File: src/rtl/ea_pkg.sv
package ea_pkg;
    typedef enum logic [1:0] {
        S_IDLE   = 2'd0,
        S_EXT_HI = 2'd1,
        S_EXT_LO = 2'd2,
        S_DONE   = 2'd3
    } ea_state_e;

    localparam logic [1:0] SZ_LONG = 2'd2;
    localparam logic [1:0] SZ_BAD  = 2'd3;
    localparam int         EXT_W   = 16;
endpackage

File: src/rtl/ea_reg_pick.sv
module ea_reg_pick #(
    parameter int W = 32,
    parameter int N = 8,
    localparam int SW = $clog2(N)
) (
    input  logic [W*N-1:0] flat,
    input  logic [SW-1:0]  sel,
    output logic [W-1:0]   word
);
    logic [W-1:0] bank [N];

    for (genvar g = 0; g < N; g++) begin : g_unpack
        assign bank[g] = flat[g*W +: W];
    end

    assign word = bank[sel];
endmodule

File: src/rtl/ea_brief_index.sv
module ea_brief_index #(
    parameter int W = 32,
    parameter int N = 8,
    localparam int SW = $clog2(N)
) (
    input  logic [W-1:0]   base,
    input  logic           use_addr,
    input  logic [SW-1:0]  idx_num,
    input  logic           idx_long,
    input  logic [7:0]     disp8,
    input  logic [W*N-1:0] dflat,
    input  logic [W*N-1:0] aflat,
    output logic [W-1:0]   sum
);
    logic [W-1:0] idx_raw;
    logic [W-1:0] idx_val;
    logic [W-1:0] disp_ext;

    ea_reg_pick #(.W(W), .N(2*N)) u_pick (
        .flat ({aflat, dflat}),
        .sel  ({use_addr, idx_num}),
        .word (idx_raw)
    );

    always_comb begin
        if (idx_long) idx_val = idx_raw;
        else          idx_val = {{(W-16){idx_raw[15]}}, idx_raw[15:0]};
        disp_ext = {{(W-8){disp8[7]}}, disp8};
        sum      = base + idx_val + disp_ext;
    end
endmodule

File: src/rtl/ea_resolver.sv
module ea_resolver
    import ea_pkg::*;
#(
    parameter int ADDR_W = 32,
    parameter int NREG   = 8,
    localparam int RSEL_W = $clog2(NREG),
    localparam int FLAT_W = ADDR_W * NREG
) (
    input  logic              clk,
    input  logic              rst_n,
    input  logic              start,
    input  logic [7:0]        desc,
    input  logic [ADDR_W-1:0] pc_in,
    input  logic [FLAT_W-1:0] dreg_flat,
    input  logic [FLAT_W-1:0] areg_flat,
    input  logic              ext_valid,
    input  logic [EXT_W-1:0]  ext_word,
    output logic              ext_ready,
    output logic              busy,
    output logic              done,
    output logic              illegal,
    output logic [ADDR_W-1:0] result,
    output logic              wb_en,
    output logic [RSEL_W-1:0] wb_reg,
    output logic [ADDR_W-1:0] wb_value
);
    localparam logic [ADDR_W-1:0] STEP_LONG  = ADDR_W'(4);
    localparam logic [ADDR_W-1:0] STEP_SHORT = ADDR_W'(2);

    ea_state_e state, state_nx;

    logic [7:0]        desc_q;
    logic [ADDR_W-1:0] pc_q, base_q, result_q, wb_val_q;
    logic [EXT_W-1:0]  hi_q;
    logic              wb_en_q, illegal_q;

    logic [2:0] mode_i, mode_q, rf_i, rf_q;
    logic [1:0] sz_i, sz_q;
    assign mode_i = desc[7:5];
    assign rf_i   = desc[4:2];
    assign sz_i   = desc[1:0];
    assign mode_q = desc_q[7:5];
    assign rf_q   = desc_q[4:2];
    assign sz_q   = desc_q[1:0];

    // how many extension words a descriptor consumes
    function automatic logic [1:0] words_for(input logic [7:0] d);
        logic [1:0] n;
        n = 2'd0;
        case (d[7:5])
            3'd5, 3'd6: n = 2'd1;
            3'd7: begin
                case (d[4:2])
                    3'd0, 3'd2, 3'd3: n = 2'd1;
                    3'd1:             n = 2'd2;
                    3'd4: begin
                        if (d[1:0] == SZ_LONG)    n = 2'd2;
                        else if (d[1:0] != SZ_BAD) n = 2'd1;
                    end
                    default: n = 2'd0;
                endcase
            end
            default: n = 2'd0;
        endcase
        return n;
    endfunction

    function automatic logic is_illegal(input logic [7:0] d);
        return (d[7:5] == 3'd7) &&
               ((d[4:2] > 3'd4) || (d[4:2] == 3'd4 && d[1:0] == SZ_BAD));
    endfunction

    // register picks for direct forms (live descriptor)
    logic [ADDR_W-1:0] a_now, d_now;
    ea_reg_pick #(.W(ADDR_W), .N(NREG)) u_apick (
        .flat (areg_flat), .sel (rf_i), .word (a_now));
    ea_reg_pick #(.W(ADDR_W), .N(NREG)) u_dpick (
        .flat (dreg_flat), .sel (rf_i), .word (d_now));

    // index arithmetic shared by mode 6 and PC with index
    logic [ADDR_W-1:0] idx_base, idx_sum;
    assign idx_base = (mode_q == 3'd6) ? base_q : pc_q;
    ea_brief_index #(.W(ADDR_W), .N(NREG)) u_index (
        .base     (idx_base),
        .use_addr (ext_word[15]),
        .idx_num  (ext_word[14:12]),
        .idx_long (ext_word[11]),
        .disp8    (ext_word[7:0]),
        .dflat    (dreg_flat),
        .aflat    (areg_flat),
        .sum      (idx_sum)
    );

    // results for forms with no extension word
    logic [ADDR_W-1:0] step_i, step_q, direct_res, direct_wbv;
    logic              direct_wbe;
    assign step_i = (sz_i == SZ_LONG) ? STEP_LONG : STEP_SHORT;
    assign step_q = (sz_q == SZ_LONG) ? STEP_LONG : STEP_SHORT;

    always_comb begin
        direct_res = '0;
        direct_wbe = 1'b0;
        direct_wbv = '0;
        case (mode_i)
            3'd0: direct_res = d_now;
            3'd1, 3'd2: direct_res = a_now;
            3'd3: begin
                direct_res = a_now;
                direct_wbe = 1'b1;
                direct_wbv = a_now + step_i;
            end
            3'd4: begin
                direct_res = a_now - step_i;
                direct_wbe = 1'b1;
                direct_wbv = a_now - step_i;
            end
            default: direct_res = '0;
        endcase
    end

    // results for single-word forms
    logic [ADDR_W-1:0] sext_word, one_res;
    logic              needs_two;
    assign sext_word = {{(ADDR_W-EXT_W){ext_word[EXT_W-1]}}, ext_word};
    assign needs_two = (words_for(desc_q) == 2'd2);

    always_comb begin
        one_res = '0;
        case (mode_q)
            3'd5: one_res = base_q + sext_word;
            3'd6: one_res = idx_sum;
            3'd7: begin
                case (rf_q)
                    3'd0: one_res = sext_word;
                    3'd2: one_res = pc_q + sext_word;
                    3'd3: one_res = idx_sum;
                    3'd4: one_res = (sz_q == 2'd0) ? ADDR_W'(ext_word[7:0])
                                                   : ADDR_W'(ext_word);
                    default: one_res = '0;
                endcase
            end
            default: one_res = '0;
        endcase
    end

    // state register
    always_ff @(posedge clk or negedge rst_n) begin
        if (!rst_n) state <= S_IDLE;
        else        state <= state_nx;
    end

    // next state and handshake outputs
    always_comb begin
        state_nx  = state;
        ext_ready = 1'b0;
        busy      = 1'b1;
        done      = 1'b0;
        unique case (state)
            S_IDLE: begin
                busy = 1'b0;
                if (start)
                    state_nx = (words_for(desc) == 2'd0) ? S_DONE : S_EXT_HI;
            end
            S_EXT_HI: begin
                ext_ready = 1'b1;
                if (ext_valid) state_nx = needs_two ? S_EXT_LO : S_DONE;
            end
            S_EXT_LO: begin
                ext_ready = 1'b1;
                if (ext_valid) state_nx = S_DONE;
            end
            S_DONE: begin
                done     = 1'b1;
                state_nx = S_IDLE;
            end
        endcase
    end

    // datapath registers
    always_ff @(posedge clk or negedge rst_n) begin
        if (!rst_n) begin
            desc_q    <= '0;
            pc_q      <= '0;
            base_q    <= '0;
            hi_q      <= '0;
            result_q  <= '0;
            wb_en_q   <= 1'b0;
            wb_val_q  <= '0;
            illegal_q <= 1'b0;
        end else begin
            unique case (state)
                S_IDLE: begin
                    if (start) begin
                        desc_q    <= desc;
                        pc_q      <= pc_in;
                        base_q    <= a_now;
                        illegal_q <= is_illegal(desc);
                        result_q  <= is_illegal(desc) ? '0 : direct_res;
                        wb_en_q   <= direct_wbe;
                        wb_val_q  <= direct_wbv;
                    end
                end
                S_EXT_HI: begin
                    if (ext_valid) begin
                        hi_q <= ext_word;
                        if (!needs_two) result_q <= one_res;
                    end
                end
                S_EXT_LO: begin
                    if (ext_valid) result_q <= ADDR_W'({hi_q, ext_word});
                end
                S_DONE: begin
                    hi_q <= hi_q;
                end
            endcase
        end
    end

    assign illegal  = illegal_q;
    assign result   = result_q;
    assign wb_en    = wb_en_q;
    assign wb_reg   = rf_q;
    assign wb_value = wb_val_q;

    // ---------------- assertions ----------------
    p_done_pulse_r11: assert property (@(posedge clk) disable iff (!rst_n)
        done |=> !done);

    p_ready_hold_r11: assert property (@(posedge clk) disable iff (!rst_n)
        (ext_ready && !ext_valid) |=> ext_ready);

    p_illegal_quiet_r10: assert property (@(posedge clk) disable iff (!rst_n)
        (done && illegal) |-> (!wb_en && result == '0));

    p_postinc_step_r3: assert property (@(posedge clk) disable iff (!rst_n)
        (done && wb_en && mode_q == 3'd3) |-> (wb_value - result == step_q));

    p_predec_same_r4: assert property (@(posedge clk) disable iff (!rst_n)
        (done && wb_en && mode_q == 3'd4) |-> (wb_value == result));

    p_busy_ignore_r12: assert property (@(posedge clk) disable iff (!rst_n)
        (state != S_IDLE) |=> ($stable(desc_q) && $stable(pc_q)));
endmodule

File: config.mk
export PLATFORM = sky130hd
export DESIGN_NAME = ea_resolver
export DESIGN_NICKNAME = d
export VERILOG_FILES = /design/src/rtl/ea_pkg.sv /design/src/rtl/ea_reg_pick.sv /design/src/rtl/ea_brief_index.sv /design/src/rtl/ea_resolver.sv
export SDC_FILE = /design/constraint.sdc
export NUM_CORES = 1
export LEC_CHECK = 0
export ABC_CLOCK_PERIOD_IN_PS = 7700
export BUFFER_PORTS_ARGS = -buffer_cell sky130_fd_sc_hd__buf_2
export CORE_ASPECT_RATIO = 0.8
export CORE_MARGIN = 4
export CORE_UTILIZATION = 25
export CTS_CLUSTER_SIZE = 8
export DETAILED_ROUTE_END_ITERATION = 16
export GPL_ROUTABILITY_DRIVEN = 0
export REMOVE_ABC_BUFFERS = 1
export SYNTH_ARGS = -nofsm -noshare
export SYNTH_HDL_FRONTEND = slang
export SYNTH_SLANG_ARGS = --single-unit
File: constraint.sdc
create_clock -name clk -period 7.7 [get_ports clk]
set_input_delay 0.77 -clock clk [delete_from_list [all_inputs] [get_ports clk]]
set_output_delay 0.77 -clock clk [all_outputs]
set_load 0.05 [all_outputs]
==> impl_metrics.csv <==
group,metric,value,unit
status,status,"finished clean",
final_layout,final_core_utilization,0.307,
synthesis,ys_types,89,
routing,wl_met3,9270,microns
routing,drc,0,
routing,wl_met2,50600,microns
synthesis,yosys_most_used_dff,"dfrtp_1",
clocking,numCtsBuffers,17,
clocking,clkSinkCount,156,
global_route,antenna_found_initial,28,
sta,final-max-slew-violation-count,0,
clocking,hold_buffers,0,
global_route,track_usage,0.213,
global_route,overflow,0,
synthesis,synth-seq-cells,156,
synthesis,synth_commonest_cells,"mux4_2 (276), nand2_1 (275), a21oi_1 (157)",
routing,ant_nets,0,
sta,finalCritPeriodShare,0.772,
sta,clock_skew,0.0130,ns
clocking,cts_buffer_depth,2,
worst_setup_path,rr_worst_depth,17,
final_layout,drive_above_1_share,0.375,
worst_setup_path,crit_type,"input pin to flip-flop",
pwr,power_density,331,mW/mm^2
clocking,cts_setup_buffers,0,
routing,drt_iter0_drc,2298,
floorplanning,initial_core_util,0.252,
worst_setup_path,r2r-start,"desc_q[6]",
synthesis,avgSynthCellArea,9.65,sq um
synthesis,syn_area,0.0229,sq mm
job,max_cap_viol_count,0,
clocking,post_cts_resized,0,
worst_setup_path,crit_path_start_kind,"input pin",
sta,max-slew-margin-rel,0.289,
global_route,grt_first_pass_wirelength,155000,microns
synthesis,syn_inst,2377,
clocking,clock_latency,0.48,ns
routing,firstDrtPassIters,6,
worst_setup_path,worstPathArrival,6.30,ns
synthesis,synth-edff-count,0,
worst_setup_path,timing.rr.end,"result[24]",
sta,grt_setup_unrepaired,"no",
synthesis,yosys_warnings,0,
routing,routed-via-count,23200,
synthesis,synth_area_leaders,"mux4_2 (27%), dfrtp_1 (17%), ha_1 (5.5%)",
final_layout,instances_no_fill,4142,
pwr,ir_worst_vdd,0.000284,V
pwr,power,9.26,mW
sta,setup_tns,0,ns
routing,vias_per_cell,5.61,
placed_design,portBuffers,643,
pwr,leakage,12.3,nW
synthesis,seq_area_frac_synth,0.170,
floorplanning,die_area,0.0967,sq mm
sta,setup_viol_count_final,0,
placed_design,dp_cells,4104,
routing,drt-total-wl,107000,microns
routing,wl_met1,44100,microns
floorplanning,die_w,347,microns
synthesis,async_flop_share,1.00,
floorplanning,core,0.0910,sq mm
sta,tightestPinTransition,1.06,ns
final_layout,layout.nets,3620,
floorplanning,io_pins,644,
sta,finalHoldViolCount,0,
worst_setup_path,timing.reg2reg.setup_slack,2.17,ns
floorplanning,fp-row-count,99,
final_layout,area_delta_synth_final,21.9,%
sta,fmax,168,MHz
clocking,htreeDepth,4,
clocking,clk_root_buffer_cell,"clkbuf_16",
global_route,grt_max_degree,100,
synthesis,yosysTopAreaCell,"mux4_2",
synthesis,yosysMostFrequentCell,"mux4_2",
floorplanning,die_h,279,microns
placed_design,dpl.hpwl,87200,microns
global_route,grt_pass1_vias,22700,
synthesis,synth_top_area_frac,0.271,
sta,period_needed,5.94,ns
routing,top_layer_used,"met5",
clocking,cts_tree,"built",
min_path,hold_path.class,"input pin to async pin",
worst_setup_path,path_max_fanout,55,
routing,routedWlPerCell,25.9,microns
clocking,cts.reportedPaths.clkPinSlew,0.07,ns
worst_setup_path,worst_setup_path_end_kind,"flip-flop",
worst_setup_path,crit_required,8.05,ns
==> layer usage <==
metal,global-route usage,up-vias
met4,0.0625,16
li1,-,10200
met5,0,-
met2,0.352,1251
met1,0.286,11600
met3,0.0403,160
==> placed cells by master, fill, tap and decap left out, drive strengths merged, types with 45 or more instances in the layout <==
cell,n
dfrtp,156
inv,120
xnor2,79
nand2,275
nor2,133
mux2i,81
xor2,58
buf,692
mux4,281
nand3,45
mux2,56
ha,101
a21o,48
o21ai,149
a21oi,157
==> power breakdown <==
part           switching [mW]  leakage [nW]  internal [mW]
logic                    4.22          10.1           2.53
registers               0.475          1.96           1.21
clock network           0.417         0.241          0.411
total                    5.11          12.3           4.15
==> layout make-up <==
| class | instances | area (sq um) |
|---|---|---|
| Inverter | 119 | 447 |
| Sequential cell | 156 | 3900 |
| Multi-Input combinational cell | 1924 | 17900 |
| Clock buffer | 18 | 429 |
| Clock inverter | 14 | 98.8 |
| Antenna cell | 6 | 15.0 |
| Timing Repair Buffer | 693 | 3680 |
| Tap cell | 1212 | 1520 |
| Fill cell | 9565 | 63100 |
==> critical path, cell delays in order <==
cell,delay [ns]
clkbuf_8,0.47
mux4_2,0.60
mux4_2,0.47
inv_1,0.12
fa_1,0.43
inv_1,0.10
ha_1,0.24
a211oi_1,0.28
o21ai_0,0.27
o21ai_0,0.49
nand3_1,0.30
a21boi_0,0.58
o21bai_1,0.14
xor2_1,0.17
a221oi_1,0.28
o211ai_1,0.13
a221o_1,0.30
==> logic make-up after synthesis <==
group	Yosys count	share of synthesized area
adder cells (fa/ha/maj)	137	0.0865
multiplexers	418	0.341
AO/OA/AOI/OAI	614	0.173
buffers and inverters	297	0.0529
XOR/XNOR	137	0.0523
AND/OR/NAND/NOR	618	0.124
flip-flops	156	0.170
==> through the flow <==
| step | hold WS (ns) | instance area (sq um) | worst slack (ns) |
|---|---|---|---|
| after floorplan | 0.450 | 22200 | 2.84 |
| after global placement | 0.457 | 27400 | 1.38 |
| after detailed placement | 0.461 | 27400 | 1.37 |
| after CTS | 0.368 | 27900 | 1.89 |
| after global routing | 0.399 | 27900 | 1.40 |
| final | 0.355 | 28000 | 1.76 |
==> registers in the layout, summed over array words and instances, names as in the netlist <==
| register | cells |
|---|---|
| wb_en | 1 |
| wb_value | 32 |
| illegal | 1 |
| base_q | 32 |
| result | 32 |
| state | 2 |
| hi_q | 16 |
| pc_q | 32 |
| desc_q | 8 |
==> how the worst max path moves through the flow <==
stage	from	end	slack [ns]	cells after the start
6_report	ext_word[12]	result[24]	1.76	17
5_1_grt	ext_word[12]	result[24]	1.40	17
4_1_cts	ext_word[12]	result[24]	1.89	17
3_5_place_dp	ext_word[12]	result[24]	1.37	17
3_3_place_gp	ext_word[12]	result[24]	1.38	17
2_1_floorplan	ext_word[13]	result[31]	2.84	18
Power figures use the tool's default switching activity.
